**src/rtl/pulse_decim_pkg.sv**
```systemverilog
package pulse_decim_pkg;
  localparam int unsigned FRAME_LEN = 16;
  localparam int unsigned POS_W = $clog2(FRAME_LEN);
  localparam int unsigned SEL_W = 2;

  typedef enum logic [SEL_W-1:0] {
    RATE_ALL   = 2'd0,
    RATE_PAIRS = 2'd1,
    RATE_HALF  = 2'd2,
    RATE_HEAD  = 2'd3
  } rate_e;

  // k is the zero-based frame index (cycle number minus one)
  function automatic logic keep_at(input rate_e rate, input logic [POS_W-1:0] k);
    logic odd_cycle;
    odd_cycle = ~k[0];
    unique case (rate)
      RATE_ALL:   keep_at = odd_cycle;
      RATE_PAIRS: keep_at = odd_cycle & ~k[2];
      RATE_HALF:  keep_at = (k[2:0] == 3'd0);
      RATE_HEAD:  keep_at = odd_cycle & (k[POS_W-1:2] == '0);
      default:    keep_at = 1'b0;
    endcase
  endfunction
endpackage

```
**src/rtl/frame_pos_ctr.sv**
```systemverilog
module frame_pos_ctr
  import pulse_decim_pkg::*;
(
  input  logic             clk_i,
  input  logic             rst_i,
  output logic [POS_W-1:0] pos_o,
  output logic [POS_W-1:0] pos_next_o,
  output logic             frame_open_o
);
  localparam logic [POS_W-1:0] LAST_POS = POS_W'(FRAME_LEN - 1);

  logic [POS_W-1:0] pos_q;

  assign frame_open_o = (pos_q == LAST_POS);
  assign pos_next_o   = frame_open_o ? '0 : pos_q + 1'b1;
  assign pos_o        = pos_q;

  always_ff @(posedge clk_i) begin
    if (rst_i) pos_q <= LAST_POS;
    else       pos_q <= pos_next_o;
  end

  AST_POS_STEP: assert property (@(posedge clk_i) disable iff (rst_i)
    1'b1 |=> (pos_q == POS_W'($past(pos_q) + 1'b1)));
  AST_POS_WRAP: assert property (@(posedge clk_i) disable iff (rst_i)
    (pos_q == LAST_POS) |=> (pos_q == '0));
endmodule

```
**src/rtl/rate_hold.sv**
```systemverilog
module rate_hold
  import pulse_decim_pkg::*;
(
  input  logic             clk_i,
  input  logic             rst_i,
  input  logic [SEL_W-1:0] sel_i,
  input  logic             load_i,
  output rate_e            rate_q_o,
  output rate_e            rate_use_o
);
  rate_e rate_q;

  assign rate_use_o = load_i ? rate_e'(sel_i) : rate_q;
  assign rate_q_o   = rate_q;

  always_ff @(posedge clk_i) begin
    if (rst_i)       rate_q <= RATE_ALL;
    else if (load_i) rate_q <= rate_e'(sel_i);
  end

  AST_RATE_FROZEN: assert property (@(posedge clk_i) disable iff (rst_i)
    !load_i |=> $stable(rate_q));
endmodule

```
**src/rtl/keep_lookup.sv**
```systemverilog
module keep_lookup
  import pulse_decim_pkg::*;
(
  input  rate_e            rate_i,
  input  logic [POS_W-1:0] pos_i,
  output logic             keep_o
);
  always_comb keep_o = keep_at(rate_i, pos_i);
endmodule

```
**src/rtl/pulse_decim_top.sv**
```systemverilog
module pulse_decim_top
  import pulse_decim_pkg::*;
(
  input  logic             clk_i,
  input  logic             rst_i,
  input  logic             pulse_i,
  input  logic [SEL_W-1:0] sel_i,
  output logic             strobe_o
);
  logic [POS_W-1:0] pos, pos_next;
  logic             frame_open;
  rate_e            rate_held, rate_use;
  logic             keep_next, keep_q;

  frame_pos_ctr u_ctr (
    .clk_i        (clk_i),
    .rst_i        (rst_i),
    .pos_o        (pos),
    .pos_next_o   (pos_next),
    .frame_open_o (frame_open)
  );

  rate_hold u_rate (
    .clk_i      (clk_i),
    .rst_i      (rst_i),
    .sel_i      (sel_i),
    .load_i     (frame_open),
    .rate_q_o   (rate_held),
    .rate_use_o (rate_use)
  );

  keep_lookup u_lut (
    .rate_i (rate_use),
    .pos_i  (pos_next),
    .keep_o (keep_next)
  );

  always_ff @(posedge clk_i) begin
    if (rst_i) keep_q <= 1'b0;
    else       keep_q <= keep_next;
  end

  assign strobe_o = keep_q & pulse_i;

  AST_RESET_QUIET: assert property (@(posedge clk_i)
    rst_i |=> !strobe_o);
  AST_EVEN_QUIET: assert property (@(posedge clk_i) disable iff (rst_i)
    pos[0] |-> !keep_q);
  AST_HEAD_TAIL: assert property (@(posedge clk_i) disable iff (rst_i)
    (rate_held == RATE_HEAD && pos >= POS_W'(4)) |-> !keep_q);
  AST_HALF_SPARSE: assert property (@(posedge clk_i) disable iff (rst_i)
    (rate_held == RATE_HALF && pos[2:0] != 3'd0) |-> !keep_q);
endmodule

```
**config.mk**
```make
export PLATFORM = sky130hd
export DESIGN_NAME = pulse_decim_top
export DESIGN_NICKNAME = d
export VERILOG_FILES = /design/src/rtl/pulse_decim_pkg.sv /design/src/rtl/frame_pos_ctr.sv /design/src/rtl/rate_hold.sv /design/src/rtl/keep_lookup.sv /design/src/rtl/pulse_decim_top.sv
export SDC_FILE = /design/constraint.sdc
export NUM_CORES = 1
export LEC_CHECK = 0
export ABC_AREA = 1
export BUFFER_PORTS_ARGS = -buffer_cell sky130_fd_sc_hd__buf_2
export CAP_MARGIN = 25
export CORE_AREA = 5 5 42 44
export CTS_CLUSTER_SIZE = 16
export DETAILED_ROUTE_END_ITERATION = 10
export DIE_AREA = 0 0 47 49
export PLACE_DENSITY = 0.43
export SYNTH_ARGS = -nofsm -noshare
export SYNTH_HDL_FRONTEND = slang
export SYNTH_SLANG_ARGS = --single-unit
```
**constraint.sdc**
```tcl
create_clock -name clk_i -period 1.8 [get_ports clk_i]
set_input_delay 0.18 -clock clk_i [delete_from_list [all_inputs] [get_ports clk_i]]
set_output_delay 0.18 -clock clk_i [all_outputs]
set_load 0.1 [all_outputs]
```
==> impl_metrics.json <==
{
  "status": "completed",
  "vias": 323,
  "rsz0062_at_grt": "no",
  "synth_commonest_cells": "nand2_1, inv_1, dfxtp_1",
  "syn-cell-area_um2": 360,
  "path_class": "reg -> reg",
  "max_freq_ghz": 0.716,
  "place.gp.congestion": 0.743,
  "drive_gt1_frac": 0.203,
  "synth_edf_count": 0,
  "grt_max_degree": 8,
  "wirelength_um": 665,
  "yosysTopAreaCellShare": 0.389,
  "critPathArrivalTime_ns": 1.55,
  "path_clk_slew_ns": 0.05,
  "max_slew_margin": 0.679,
  "synth_cells": 50,
  "hold_depth": 2,
  "min_period_over_period": 0.775,
  "power_density_mw_per_mm2": 1440,
  "fin_hold_ws_ns": 0.158,
  "nets": 67,
  "fp.dieArea_mm2": 0.00230,
  "yosys.area.top_type": "dfxtp_1",
  "cp_data_required_time_ns": 1.96,
  "cap_violations": 0,
  "wire_per_inst_um": 8.87,
  "insertion_delay_ns": 0.25,
  "slowest_delay_ns": 0.40,
  "cts.repair.resized": 0,
  "synth_area_leaders": "dfxtp_1, nand2_1, inv_1, ha_1, nand3_1",
  "rows": 14,
  "cp_max_fo": 7,
  "area_growth_pct": 19.8,
  "yosys_warnings": 0,
  "grt_pass1_vias": 275,
  "drt_iter0_drc": 3,
  "synth_ff_type": "dfxtp_1",
  "avgSynthCellArea_um2": 7.21,
  "finClkSkew_ns": 0.00162,
  "ys_ff_latch": 7,
  "setup_viol": 0,
  "clock-sinks": 7,
  "rr_worst_depth": 8,
  "coreArea_mm2": 0.00140,
  "p_leak_nw": 0.243,
  "port_buffers": 5,
  "grt_usage": 0.0677,
  "dp_hpwl_um": 503,
  "hold_class": "in -> reg",
  "die_height_um": 49,
  "pin_count": 6,
  "p_total_uw": 621,
  "tightest_slew_ns": 0.485,
  "hold_viol_final": 0,
  "n_antenna_cell": 0,
  "start_util": 0.257,
  "dieWidth_um": 47,
  "cts_buffer_depth": 2,
  "overflow": 0,
  "cp-start-kind": "register",
  "irDropWorstVdd_uv": 403,
  "finalSetupTns_ns": 0,
  "grt_pass1_wl_mm": 1.07,
  "vias_per_cell": 4.31,
  "cts_setup_buffers": 0,
  "yosysSeqAreaShare": 0.389,
  "finalCriticalPeriod_ns": 1.40,
  "cts_max_level": 1,
  "crit_path_end_kind": "register",
  "finalMaxSlewViolations": 0,
  "ant_nets": 0,
  "yosysMostFrequentCell": "nand2_1",
  "synth.distinct_cells": 13,
  "crit_chain": "ha_1, nand3_4, o21ai_2, nand2_1, nand2_1, nand2_1, nand2_1, inv_1",
  "cts_buffers": 3,
  "antenna_found_initial": 0,
  "drc_errors": 0,
  "synth_nets": 57,
  "firstDrtPassIters": 4,
  "root_buffer": "clkbuf_4",
  "cts_hold_buf": 0,
  "worst_path_most_repeated_cell": "nand2_1",
  "crit_slowest_cell": "dfxtp_1",
  "cts_tree": "done",
  "ys_async_sr_fraction": 0
}
[layout make-up]
type	instances	area (µm²)
sequential	7	140
clock buffer	4	26.3
timing repair buffer	5	25.0
inverter	10	37.5
tap	16	20.0
multi-input combinational	33	183
fill	166	970
[per-layer routing]
layer	share of wire	vias to the layer above	GRT usage
met5	0	-	0
met4	0.044	0	0.0691
met3	0.096	5	0.0258
met2	0.39	13	0.0905
met1	0.46	133	0.0751
li1	-	172	-
[logic make-up after synthesis]
kind of cell / Yosys count / synth area share
xor+xnor: 1 / 0.0243
buf+inv: 10 / 0.104
simple gates: 27 / 0.361
flops: 7 / 0.389
compound gates: 3 / 0.0521
fa+ha+maj: 2 / 0.0694
[final timing paths]
check                startpoint                  to  slack (ns)
min                       rst_i  u_rate.rate_q_o[0]        0.16
max              u_ctr.pos_o[0]              keep_q        0.40
max reg2reg      u_ctr.pos_o[0]              keep_q        0.40
min reg2reg  u_rate.rate_q_o[0]  u_rate.rate_q_o[0]        0.56
[sequential cells by signal (all words and copies together) (netlist names)]
| register | flops |
|---|---|
| keep_q | 1 |
| u_ctr.pos_o | 4 |
| u_rate.rate_q_o | 2 |
[placed cells by master, fill, tap and decap left out]
cell,instances
o21ai_0,1
nand3_1,4
ha_1,2
dfxtp_1,7
inv_1,10
clkbuf_4,3
o21ai_2,1
nor2_1,3
buf_2,5
or2_2,2
a21oi_1,1
nand4_1,2
clkbuf_1,1
nand2_1,15
xor2_1,1
nand3_4,1
[report_power, final]
group	leakage, nW	internal, mW	switching, mW
clock network	0.0150	0.0848	0.0612
registers	0.0584	0.199	0.0403
logic	0.170	0.0836	0.152
[stage by stage]
step | std cells | util | setup WS (ns) | area (µm²)
after floorplan | 50 | - | 0.551 | 360
after global placement | 71 | 0.289 | 0.426 | 405
after detailed placement | 71 | 0.289 | 0.424 | 405
after CTS | 75 | 0.308 | 0.411 | 432
after global routing | 75 | 0.308 | 0.254 | 432
final | 75 | 0.308 | 0.404 | 432
[critical path: cells and delay by family (launching register included)]
kind / cells / cell delay, ns
adder cells (fa/ha/maj): 1 / 0.31
buffers and inverters: 1 / 0.03
AND/OR/NAND/NOR: 5 / 0.36
AO/OA/AOI/OAI: 1 / 0.20
flip-flops: 1 / 0.40
(Power assumes the default switching activity.)
